===== src/rtl/pdn_seq_pkg.sv =====
package pdn_seq_pkg;
  typedef enum logic [1:0] {
    PS_OFF   = 2'd0,
    PS_WAKE  = 2'd1,
    PS_RUN   = 2'd2,
    PS_DRAIN = 2'd3
  } pdn_state_t;

  localparam int unsigned NUM_DOM = 2;
  localparam int unsigned DOM_CPU = 0;
  localparam int unsigned DOM_PCI = 1;
endpackage


===== src/rtl/pdn_sync2.sv =====
module pdn_sync2 (
  input  logic clk,
  input  logic rst_n,
  input  logic d,
  output logic q
);
  logic stage1;
  logic stage2;

  always_ff @(posedge clk or negedge rst_n) begin
    if (!rst_n) begin
      stage1 <= 1'b0;
      stage2 <= 1'b0;
    end else begin
      stage1 <= d;
      stage2 <= stage1;
    end
  end

  assign q = stage2;
endmodule


===== src/rtl/pdn_clk_gate.sv =====
module pdn_clk_gate #(
  parameter int unsigned HALF = 2
) (
  input  logic clk,
  input  logic rst_n,
  input  logic run_src,
  input  logic release_i,
  output logic en_o,
  output logic clk_o
);
  localparam int unsigned CW = (HALF > 1) ? $clog2(HALF) : 1;
  localparam logic [CW-1:0] LAST = CW'(HALF - 1);

  logic [CW-1:0] cnt_q, cnt_d;
  logic          lvl_q, lvl_d;
  logic          en_q, en_d;
  logic          out_q, out_d;
  logic          wrap;

  assign wrap = (cnt_q == LAST);

  always_comb begin
    cnt_d = cnt_q;
    lvl_d = lvl_q;
    en_d  = en_q;
    if (!run_src) begin
      cnt_d = '0;
      lvl_d = 1'b0;
      en_d  = 1'b0;
    end else if (wrap) begin
      cnt_d = '0;
      lvl_d = ~lvl_q;
      if (!lvl_q) en_d = release_i;
    end else begin
      cnt_d = cnt_q + 1'b1;
    end
    out_d = lvl_d & en_d;
  end

  always_ff @(posedge clk or negedge rst_n) begin
    if (!rst_n) begin
      cnt_q <= '0;
      lvl_q <= 1'b0;
      en_q  <= 1'b0;
      out_q <= 1'b0;
    end else begin
      cnt_q <= cnt_d;
      lvl_q <= lvl_d;
      en_q  <= en_d;
      out_q <= out_d;
    end
  end

  assign en_o  = en_q;
  assign clk_o = out_q;
endmodule


===== src/rtl/pdn_fsm.sv =====
module pdn_fsm
  import pdn_seq_pkg::*;
#(
  parameter int unsigned STAB_CYCLES = 50000
) (
  input  logic clk,
  input  logic rst_n,
  input  logic awake_req,
  input  logic all_parked,
  output logic osc_en,
  output logic vco_en,
  output logic release_o,
  output logic run_ok
);
  localparam int unsigned SW = $clog2(STAB_CYCLES + 1) + 1;
  localparam logic [SW-1:0] STAB_LAST = SW'(STAB_CYCLES - 1);

  pdn_state_t    st_q, st_d;
  logic [SW-1:0] stab_q, stab_d;
  logic          stab_ce;

  assign stab_ce = (st_q == PS_WAKE);

  always_comb begin
    st_d = st_q;
    unique case (st_q)
      PS_OFF:   if (awake_req) st_d = PS_WAKE;
      PS_WAKE: begin
        if (!awake_req)               st_d = PS_OFF;
        else if (stab_q == STAB_LAST) st_d = PS_RUN;
      end
      PS_RUN:   if (!awake_req) st_d = PS_DRAIN;
      PS_DRAIN: if (all_parked) st_d = PS_OFF;
      default:  st_d = PS_OFF;
    endcase
  end

  always_comb begin
    stab_d = '0;
    if (stab_ce) stab_d = stab_q + 1'b1;
  end

  always_ff @(posedge clk or negedge rst_n) begin
    if (!rst_n) begin
      st_q   <= PS_OFF;
      stab_q <= '0;
    end else begin
      st_q   <= st_d;
      stab_q <= stab_d;
    end
  end

  assign osc_en    = (st_q != PS_OFF);
  assign vco_en    = (st_q != PS_OFF);
  assign release_o = (st_q == PS_RUN);
  assign run_ok    = (st_q == PS_RUN);
endmodule


===== src/rtl/pdn_clk_seq.sv =====
module pdn_clk_seq
  import pdn_seq_pkg::*;
#(
  parameter int unsigned CPU_HALF    = 2,
  parameter int unsigned PCI_HALF    = 6,
  parameter int unsigned STAB_CYCLES = 50000
) (
  input  logic clk,
  input  logic rst_n,
  input  logic pd_req_n,
  output logic osc_en,
  output logic vco_en,
  output logic cpu_en,
  output logic pci_en,
  output logic cpu_clk,
  output logic pci_clk,
  output logic run_ok
);
  logic               core_rst_n;
  logic               awake_req;
  logic               vco_on;
  logic               rel;
  logic [NUM_DOM-1:0] dom_en;
  logic [NUM_DOM-1:0] dom_clk;

  pdn_sync2 u_rst_sync (
    .clk   (clk),
    .rst_n (rst_n),
    .d     (1'b1),
    .q     (core_rst_n)
  );

  pdn_sync2 u_req_sync (
    .clk   (clk),
    .rst_n (core_rst_n),
    .d     (pd_req_n),
    .q     (awake_req)
  );

  pdn_fsm #(.STAB_CYCLES(STAB_CYCLES)) u_fsm (
    .clk        (clk),
    .rst_n      (core_rst_n),
    .awake_req  (awake_req),
    .all_parked (~|dom_en),
    .osc_en     (osc_en),
    .vco_en     (vco_on),
    .release_o  (rel),
    .run_ok     (run_ok)
  );

  for (genvar g = 0; g < NUM_DOM; g++) begin : g_dom
    localparam int unsigned H = (g == DOM_CPU) ? CPU_HALF : PCI_HALF;
    pdn_clk_gate #(.HALF(H)) u_gate (
      .clk       (clk),
      .rst_n     (core_rst_n),
      .run_src   (vco_on),
      .release_i (rel),
      .en_o      (dom_en[g]),
      .clk_o     (dom_clk[g])
    );
  end

  assign vco_en  = vco_on;
  assign cpu_en  = dom_en[DOM_CPU];
  assign pci_en  = dom_en[DOM_PCI];
  assign cpu_clk = dom_clk[DOM_CPU];
  assign pci_clk = dom_clk[DOM_PCI];
endmodule


===== config.mk =====
export PLATFORM = sky130hd
export DESIGN_NAME = pdn_clk_seq
export DESIGN_NICKNAME = d
export VERILOG_FILES = /design/src/rtl/pdn_seq_pkg.sv /design/src/rtl/pdn_sync2.sv /design/src/rtl/pdn_clk_gate.sv /design/src/rtl/pdn_fsm.sv /design/src/rtl/pdn_clk_seq.sv
export SDC_FILE = /design/constraint.sdc
export NUM_CORES = 1
export LEC_CHECK = 0
export BUFFER_PORTS_ARGS = -buffer_cell sky130_fd_sc_hd__buf_2
export CAP_MARGIN = 20
export CORE_MARGIN = 1.5
export CORE_UTILIZATION = 55
export CTS_CLUSTER_DIAMETER = 120
export DETAILED_ROUTE_END_ITERATION = 16
export PLACE_DENSITY = 0.84
export SLEW_MARGIN = 20
export SYNTH_ARGS = -nofsm -noshare
export SYNTH_HDL_FRONTEND = slang
export SYNTH_SLANG_ARGS = --single-unit

===== constraint.sdc =====
create_clock -name clk -period 2.6 [get_ports clk]
set_input_delay 0.52 -clock clk [delete_from_list [all_inputs] [get_ports clk]]
set_output_delay 0.52 -clock clk [all_outputs]
set_load 0.05 [all_outputs]

==> results of run 1 <==
area by class of cell:
cell class                 instances  area [um2]  area share
inverter                           6        22.5      0.0137
tap                               30        37.5      0.0228
multi-input combinational         99         608       0.369
clock buffer                       7        55.1      0.0334
timing repair buffer              12        70.1      0.0425
clock inverter                     1        30.0      0.0182
sequential                        33         826       0.501
through the flow:
step / worst slack, ns / hold slack (ns) / cells
finish: 0.692 / 0.251 / 188
global route: 0.571 / 0.269 / 188
CTS: 0.671 / 0.265 / 188
detailed placement: 1.00 / 0.261 / 179
global placement: 1.06 / 0.259 / 179
floorplan: 0.594 / 0.224 / 141
metal layers:
metal  vias to the layer above  routed length (um)  part of all wire
met2                        26                1240              0.48
met5                         -                   0                 0
met4                         0                  75             0.029
li1                        510                   -                 -
met3                         8                 101             0.039
met1                       519                1170              0.45
cell usage in the layout, fill, tap and decap left out, types with 2 or more instances in the layout:
master	synthesis	final
a211oi_1	2	2
a21oi_1	4	4
a31oi_1	3	3
and2_1	2	2
buf_2	1	9
buf_4	1	2
clkbuf_4	0	5
dfrtp_1	33	33
inv_1	6	6
nand2_1	7	7
nand2b_1	3	3
nand3_1	6	6
nand4_2	2	2
nor2_1	29	29
nor2b_1	4	4
nor3_1	4	4
nor4_1	4	4
or4_1	2	2
xnor2_1	11	11
xor2_1	2	2
path summary, 6_finish.rpt:
kind | from | to | slack [ns] | cells after the start
max | u_fsm.st_q[0]$_DFFE_PN0P_ | osc_en | 0.69 | 4
min | u_rst_sync.q$_DFF_PN0_ | u_fsm.stab_q[16]$_DFF_PN0_ | 0.25 | 1
max reg2reg | u_fsm.stab_q[0]$_DFF_PN0_ | u_fsm.stab_q[16]$_DFF_PN0_ | 0.98 | 4
min reg2reg | u_rst_sync.q$_DFF_PN0_ | u_fsm.stab_q[16]$_DFF_PN0_ | 0.25 | 1
max in group asynchronous | rst_n | u_rst_sync.stage1$_DFF_PN0_ | 2.04 | 2
min in group clk | pd_req_n | u_req_sync.stage1$_DFF_PN0_ | 0.28 | 1
worst register-to-register path: cells and delay by family (launching register included):
family	cells	cell delay, ns
simple gates	2	0.73
compound gates	1	0.15
flops	1	0.42
fa+ha+maj	1	0.24
report_power, final:
part           internal (mW)  switching [mW]  leakage (nW)
Combinational         0.0204          0.0448         0.276
Sequential             0.529          0.0147         0.441
Clock                  0.229           0.170        0.0455
Total                  0.778           0.229         0.763
logic make-up after synthesis:
family	after synthesis
simple gates	70
flops	33
compound gates	13
xor+xnor	13
buf+inv	9
fa+ha+maj	1
other cells	1
mux	1
sequential cells by signal (all words and copies together) (netlist names), named ones only:
signal / flops
u_rst_sync.q: 1
u_req_sync.stage1: 1
g_dom.u_gate.cnt_q: 4
u_fsm.stab_q: 17
u_rst_sync.stage1: 1
g_dom.u_gate.lvl_q: 2
g_dom.u_gate.en_o: 2
u_fsm.st_q: 1
g_dom.u_gate.clk_o: 2
u_req_sync.q: 1
==> results.json, run 1 <==
{
  "synth_top_area_cell": "dfrtp_1",
  "layout.core_utilization": 0.660,
  "setup_viol": 0,
  "worstHoldPathType": "flop to async pin",
  "worst_slew_margin_rel": 0.617,
  "syn_std_cell_area_um2": 1470,
  "timing.critical_path.to_type": "output port",
  "cp.required_ns": 2.08,
  "cellPowerDensity_nw_per_um2": 611,
  "synth_commonest_cells": "dfrtp_1, nor2_1, xnor2_1",
  "synth-edff-count": 0,
  "critPathTopFamily": "flip-flops",
  "postSynth.asyncResetShare": 1.00,
  "groute.layer.met3.usage": 0.0492,
  "synth_warnings": 0,
  "crit_path_max_incr_delay_ns": 0.49,
  "global_route_wire_length_before_repair_um": 4300,
  "post-cts-setup-buffer-count": 0,
  "root_buffer_cell": "clkbuf_4",
  "die_h_um": 54.7,
  "first_global_vias": 965,
  "cts_hold_buffers": 1,
  "avg_cell_area_syn_um2": 10.4,
  "finalCriticalPeriod_ns": 1.91,
  "detailedRoute.firstIterationViolations": 22,
  "cts_made_buffers": 5,
  "pin_count": 10,
  "clock_tree.htree_level_count": 2,
  "vias_per_cell": 5.65,
  "main_combinational_cell_family_by_area_after_synthesis": "simple AND/OR/NAND/NOR gates",
  "std_cell_rows": 18,
  "worstSetupPathType": "flop to output port",
  "antenna_found_initial": 0,
  "fp.dieArea_um2": 3000,
  "synth_largest_type_area_fraction": 0.561,
  "drv.max_cap_violation_count": 0,
  "synth_cells": 141,
  "ctsLongestPathBuffers": 2,
  "routed_wire_length_per_instance_um": 13.8,
  "synth_simple_gate_area_frac": 0.260,
  "vias": 1063,
  "cp_num_buf_inv": 3,
  "path_max_fanout": 10,
  "number_of_nets_produced_by_synthesis": 145,
  "yosys-top-cells-area": "dfrtp_1, nor2_1, xnor2_1, nand3_1, nand2_1",
  "detail_route.drc_violations": 0,
  "crit_slowest_cell": "dfrtp_1",
  "irDropWorstVdd_mv": 0.492,
  "design.core.area_um2": 2500,
  "maximum_operating_frequency_mhz": 524,
  "gr-usage-met1": 0.292,
  "clock-skew-final_ns": 0.0120,
  "final_max_slew_viol_count": 0,
  "detail-route-antenna-nets": 0,
  "area.growth.synth_to_final_pct": 12.0,
  "rsz_0062_raised_after_global_routing": "no",
  "totalWireLength_um": 2590,
  "finalCritPeriodShare": 0.734,
  "initial_utilization": 0.589,
  "synth_ff_type": "dfrtp_1",
  "netlist-cell-type-count": 34,
  "synth-compound-area-share": 0.0578,
  "cp-start-kind": "flop",
  "dpl-instance-area_um2": 1550,
  "result_of_the_run": "finished clean",
  "clk-insertion-delay-late_ns": 0.34,
  "post_cts_resize_count": 0,
  "ys_seq_elements": 33,
  "hpwl_um": 1790,
  "gr-usage-met2": 0.300,
  "clock_sinks": 33,
  "worstPathArrival_ns": 1.39,
  "worst_pin_slew_ns": 0.575,
  "setup-tns-final_ns": 0,
  "antenna_cells": 0,
  "finish.net_count": 161,
  "grt_overflow_total": 0,
  "globalplace.congestion": 0.849,
  "grt_busiest_layer": "met2",
  "groute.usage.overall": 0.214,
  "die_width_um": 54.7,
  "nFillCells": 193,
  "yosys.cell_count.top_type": "dfrtp_1",
  "report.final.hold_viol_count": 0,
  "buffer_ports.inserted": 9,
  "grt_max_degree": 32,
  "post_synthesis_xor_xnor_area_fraction": 0.0773,
  "drive_gt1_frac": 0.139,
  "finalInstanceArea_um2": 1650,
  "post_synth_fa_ha_maj_area_fraction": 0.00850,
  "detail_route.first_pass.iterations": 4,
  "leakage_nw": 0.763,
  "cts.clk_slew.worst_paths_ns": 0.10,
  "cts_tree": "built",
  "synth.yosys.seq_area_share": 0.561,
  "report.power.total_mw": 1.01,
  "post_synth_mux_area_share": 0.00680,
  "path_cells": "nor2_1 -> buf_4 -> inv_1 -> buf_2"
}
No activity file was read; power rests on OpenSTA's default activity.
==> inputs of run 2 (changes only) <==
- clock period: 2.6 -> 1.95 ns (I/O delays scaled with it)
==> run 2 against run 1 <==
  * First-iteration DRC count did not move
  * Utilization decreased by 1.2 points
  * Sequential power is 33% higher
  * Critical path depth shrank 1
  * Count of clock-buffer cells in the layout increased by 1
  * Sequential share of layout area rose by 0.89 points
==> results.json, run 2 (synthesis gave the netlist of run 1 again) <==
{
  "power.switching_fraction": 0.250,
  "area.growth.synth_to_final_pct": 10.0,
  "finalCriticalPeriod_ns": 1.66,
  "post_cts_resize_count": 0,
  "cellPowerDensity_nw_per_um2": 721,
  "drv.max_cap_violation_count": 0,
  "clock-skew-final_ns": 0.00986,
  "leakage_nw": 0.749,
  "finalCritPeriodShare": 0.852,
  "power_frac_comb": 0.076,
  "report.final.hold_viol_count": 0,
  "pin_count": 10,
  "setup_viol": 0,
  "root_buffer_cell": "clkbuf_4",
  "part_of_the_power_in_the_clock_network": 0.305,
  "cts.clk_slew.worst_paths_ns": 0.08,
  "routed_wire_length_per_instance_um": 13.7,
  "path_max_fanout": 9,
  "cp.required_ns": 1.56,
  "p_int_uw": 876,
  "vias": 1053,
  "finish.net_count": 162,
  "design.core.area_um2": 2500,
  "hpwl_um": 1800,
  "layout_common_cells": "dfrtp_1, nor2_1, xnor2_1, buf_2, nand2_1",
  "ctsLongestPathBuffers": 2,
  "die_h_um": 54.7,
  "detailedRoute.firstIterationViolations": 22,
  "antenna_cells": 0,
  "top_registers": "u_fsm.stab_q: 17 flops, g_dom.u_gate.cnt_q: 4 flops",
  "worstSetupPathType": "flop to output port",
  "worstPathArrival_ns": 1.27,
  "detail_route.drc_violations": 0,
  "initial_utilization": 0.589,
  "maximum_operating_frequency_mhz": 602,
  "clock_tree.htree_level_count": 2,
  "setup-tns-final_ns": 0,
  "grt_overflow_total": 0,
  "std_cell_rows": 18,
  "worstHoldPathType": "input port to flop",
  "sequentialPowerShare": 0.619,
  "clk-insertion-delay-late_ns": 0.34,
  "place_worst_setup_slack_ns": 0.372,
  "die_width_um": 54.7,
  "largest_reg_flops": 17,
  "rsz_0062_raised_after_global_routing": "no",
  "globalplace.congestion": 0.899,
  "final_critical_path_setup_slack_ns": 0.289,
  "clock_sinks": 33,
  "timing.critical_path.to_type": "output port",
  "cp-start-kind": "flop",
  "post-cts-setup-buffer-count": 0,
  "fp.dieArea_um2": 3000,
  "global_route_wire_length_before_repair_um": 4320,
  "first_global_vias": 1022,
  "cts_tree": "built",
  "cts_made_buffers": 5,
  "grt_max_degree": 32,
  "groute.usage.overall": 0.214,
  "final_common_cell": "dfrtp_1",
  "vias_per_cell": 5.57,
  "totalWireLength_um": 2590,
  "buffer_ports.inserted": 9,
  "final_max_slew_viol_count": 0,
  "drive_gt1_frac": 0.132,
  "detail-route-antenna-nets": 0,
  "result_of_the_run": "finished clean",
  "antenna_found_initial": 0,
  "largest-register": "u_fsm.stab_q",
  "netSwitchingPower_uw": 292,
  "detail_route.first_pass.iterations": 4,
  "irDropWorstVdd_mv": 0.608,
  "cts_hold_buffers": 1
}
==> run 2: final timing paths <==
path	from	endpoint	slack [ns]	cells after the start
max	u_fsm.st_q[0]$_DFFE_PN0P_	vco_en	0.29	3
min	pd_req_n	u_req_sync.stage1$_DFF_PN0_	0.16	1
max reg2reg	u_fsm.stab_q[0]$_DFF_PN0_	u_fsm.stab_q[16]$_DFF_PN0_	0.35	4
min reg2reg	u_rst_sync.q$_DFF_PN0_	u_fsm.stab_q[16]$_DFF_PN0_	0.25	1
max in group asynchronous	u_rst_sync.q$_DFF_PN0_	u_req_sync.q$_DFF_PN0_	1.41	1
min in group asynchronous	u_rst_sync.q$_DFF_PN0_	u_fsm.stab_q[16]$_DFF_PN0_	0.25	1
==> run 2: layout make-up <==
class                      count  area, um2
fill                         193        880
sequential                    33        826
multi-input combinational     99        608
timing repair buffer          13       77.6
clock buffer                   8       48.8
tap                           30       37.5
inverter                       6       22.5
==> run 2: through the flow <==
stage,cells,utilization,area [um2],total power [mW],hold slack (ns)
detailed placement,180,0.625,1560,0.826,0.177
floorplan,141,-,1470,0.801,0.0944
CTS,189,0.648,1620,1.19,0.140
global route,189,0.648,1620,1.22,0.135
global placement,180,0.625,1560,0.821,0.175
finish,189,0.648,1620,1.17,0.161
==> run 2: routing by layer <==
layer	track usage	routed length (um)
met1	0.256	1080
met2	0.335	1270
met3	0.0874	177
met4	0.100	55
met5	0	0
==> run 2: power by group through the flow <==
stage               logic (mW)  clock network (mW)  registers (mW)
global placement        0.0854                   0           0.735
finish                  0.0887               0.356           0.724
floorplan               0.0493                   0           0.751
detailed placement      0.0882                   0           0.737
CTS                     0.0904               0.374           0.724
global route             0.101               0.396           0.727
==> run 2: worst max-delay path, cell delays in order, from the launching register on <==
cell and delay, ns:
dfrtp_1 0.48, nor2_1 0.19, inv_1 0.07, buf_2 0.21
==> inputs of run 3 (changes only) <==
- ABC_AREA: unset -> 1
- PLACE_DENSITY: 0.84 -> 0.75
==> run 3 against run 2 <==
  * Synthesized cell count up 31%
  * Highest routed layer unchanged
  * Synthesized area is 7.1% higher
  * Design area increased by 5.3%
  * Global-route usage is 2.2 points lower
  * Largest cell class unchanged
  * Critical path type unchanged
==> results.json, run 3 <==
{
  "synth_commonest_cells": "dfrtp_1, nand2_1, nor2_1",
  "largest-register": "u_fsm.stab_q",
  "top_registers": "u_fsm.stab_q: 17 flops, g_dom.u_gate.cnt_q: 4 flops",
  "finalCritPeriodShare": 0.921,
  "detail-route-antenna-nets": 0,
  "antenna_found_initial": 0,
  "nFillCells": 240,
  "die_h_um": 56.5,
  "path_max_fanout": 8,
  "report.final.hold_viol_count": 0,
  "drive_gt1_frac": 0.165,
  "maximum_operating_frequency_mhz": 557,
  "worstSetupPathType": "flop to output port",
  "detailedRoute.firstIterationViolations": 41,
  "timing.critical_path.to_type": "output port",
  "buffer_ports.inserted": 9,
  "vias_per_cell": 5.14,
  "totalWireLength_um": 2700,
  "die_width_um": 56.5,
  "groute.usage.overall": 0.192,
  "clock_tree.htree_level_count": 2,
  "register_area_um2": 826,
  "setup_viol": 0,
  "postSynth.asyncResetShare": 1.00,
  "global_route_wire_length_before_repair_um": 4710,
  "detail_route.first_pass.iterations": 4,
  "std_cell_rows": 19,
  "syn_std_cell_area_um2": 1580,
  "first_global_vias": 1114,
  "finalCriticalPeriod_ns": 1.80,
  "cts_made_buffers": 5,
  "synth_ff_type": "dfrtp_1",
  "netlist-cell-type-count": 30,
  "clock_sinks": 33,
  "clock-skew-final_ns": 0.00559,
  "number_of_nets_produced_by_synthesis": 189,
  "worstHoldPathType": "input port to flop",
  "design.core.area_um2": 2730,
  "vias": 1188,
  "setup.reg_to_reg.worst_slack_ns": 0.52,
  "cp-start-kind": "flop",
  "irDropWorstVdd_mv": 1.01,
  "rsz_0062_raised_after_global_routing": "no",
  "hpwl_um": 1980,
  "detail_route.drc_violations": 0,
  "synth_largest_type_area_fraction": 0.524,
  "yosys-top-cells-area": "dfrtp_1, nand2_1, nor2_1, inv_1, nand3_1",
  "pin_count": 10,
  "antenna_cells": 0,
  "routed_wire_length_per_instance_um": 11.7,
  "cp.required_ns": 1.56,
  "initial_utilization": 0.577,
  "layout_common_cells": "dfrtp_1, nor2_1, nand2_1, inv_1, nand3_1",
  "finish.net_count": 204,
  "drv.max_cap_violation_count": 0,
  "synth.yosys.seq_area_share": 0.524,
  "cts_tree": "built",
  "synth_warnings": 0,
  "globalplace.congestion": 0.791,
  "setup-tns-final_ns": 0,
  "result_of_the_run": "finished clean",
  "area.growth.synth_to_final_pct": 8.25,
  "synth_cells": 185,
  "final_max_slew_viol_count": 0,
  "worstPathArrival_ns": 1.41,
  "synth_top_area_cell": "dfrtp_1",
  "cts.clk_slew.worst_paths_ns": 0.09,
  "root_buffer_cell": "clkbuf_4",
  "ctsLongestPathBuffers": 2,
  "synth-edff-count": 0,
  "grt_overflow_total": 0,
  "yosys.cell_count.top_type": "dfrtp_1",
  "leakage_nw": 0.792,
  "largest_reg_flops": 17,
  "final_common_cell": "dfrtp_1",
  "clk-insertion-delay-late_ns": 0.33,
  "hold-worst-slack_ns": 0.161,
  "multi_input_area_um2": 619,
  "post_cts_resize_count": 0,
  "cellPowerDensity_nw_per_um2": 1190,
  "grt_max_degree": 32,
  "fp.dieArea_um2": 3200,
  "ys_seq_elements": 33,
  "avg_cell_area_syn_um2": 8.52
}
run 3: cell count changes in the layout (fill, tap and decap cells not counted), moves of 3 or more:
cell and change:
nor2_4 +3, a31oi_1 -3, nand3_1 +7, a21oi_1 +7
nand2_1 +22, nand2b_1 -3, nor2_2 +3, o21ai_0 +7
nor4_1 -4, xnor2_1 -10, nor2b_1 -4, inv_1 +20
run 3: cell type report:
| type | instances | share of cell area |
|---|---|---|
| Sequential cell | 33 | 0.484 |
| Multi-Input combinational cell | 121 | 0.363 |
| Inverter | 28 | 0.0616 |
| Timing Repair Buffer | 11 | 0.0367 |
| Clock buffer | 7 | 0.0323 |
| Tap cell | 31 | 0.0227 |
run 3: path summary, 6_finish.rpt:
check                                          start                          end  depth (start not counted)
setup / recovery           u_fsm.st_q[0]$_DFFE_PN0P_                       vco_en                          3
hold / removal                              pd_req_n  u_req_sync.stage1$_DFF_PN0_                          1
setup reg to reg           u_fsm.st_q[0]$_DFFE_PN0P_    u_fsm.stab_q[7]$_DFF_PN0_                          4
hold reg to reg               u_rst_sync.q$_DFF_PN0_  u_req_sync.stage1$_DFF_PN0_                          1
max in group asynchronous     u_rst_sync.q$_DFF_PN0_   u_fsm.stab_q[11]$_DFF_PN0_                          1
min in group asynchronous     u_rst_sync.q$_DFF_PN0_  u_req_sync.stage1$_DFF_PN0_                          1
run 3: power by group:
group / total (mW) / switching (mW) / internal, mW / leakage [nW]
Combinational: 0.748 / 0.557 / 0.191 / 0.321
Sequential: 0.899 / 0.0945 / 0.804 / 0.439
Clock: 0.376 / 0.206 / 0.170 / 0.0314
run 3: layer usage:
| layer | track usage | routed length, um | vias to the layer above |
|---|---|---|---|
| li1 | - | - | 611 |
| met1 | 0.237 | 1210 | 547 |
| met2 | 0.311 | 1330 | 21 |
| met3 | 0.0622 | 103 | 9 |
| met4 | 0.0782 | 57 | 0 |
| met5 | 0 | 0 | - |
run 3: what timing repair did:
item / 4_1_cts / 5_1_grt
hold buffers: 1 / 0
buffers inserted: 0 / 0
hold endpoints to repair: 2 / 0
run 3: critical path, cell delays in order (launching register included):
cell	delay, ns
dfrtp_1	0.46
nor2_2	0.29
inv_2	0.10
buf_2	0.22
run 3: metrics by stage:
stage                     setup slack, ns  power (mW)  cells  area (um2)  utilization
after floorplan                     0.305        1.55    185        1580            -
after global placement              0.535        1.63    223        1640        0.600
after detailed placement            0.501        1.66    223        1640        0.600
after CTS                           0.137        2.04    231        1710        0.624
after global routing               0.0317        2.17    231        1710        0.624
final                               0.154        2.02    231        1710        0.624
run 3: logic make-up after synthesis:
family | after synthesis | share of synthesized area
AND/OR/NAND/NOR | 92 | 0.280
flip-flops | 33 | 0.524
buffers and inverters | 31 | 0.0833
AO/OA/AOI/OAI | 24 | 0.0857
XOR/XNOR | 3 | 0.0167
adder cells (fa/ha/maj) | 1 | 0.00794
other | 1 | 0.00238
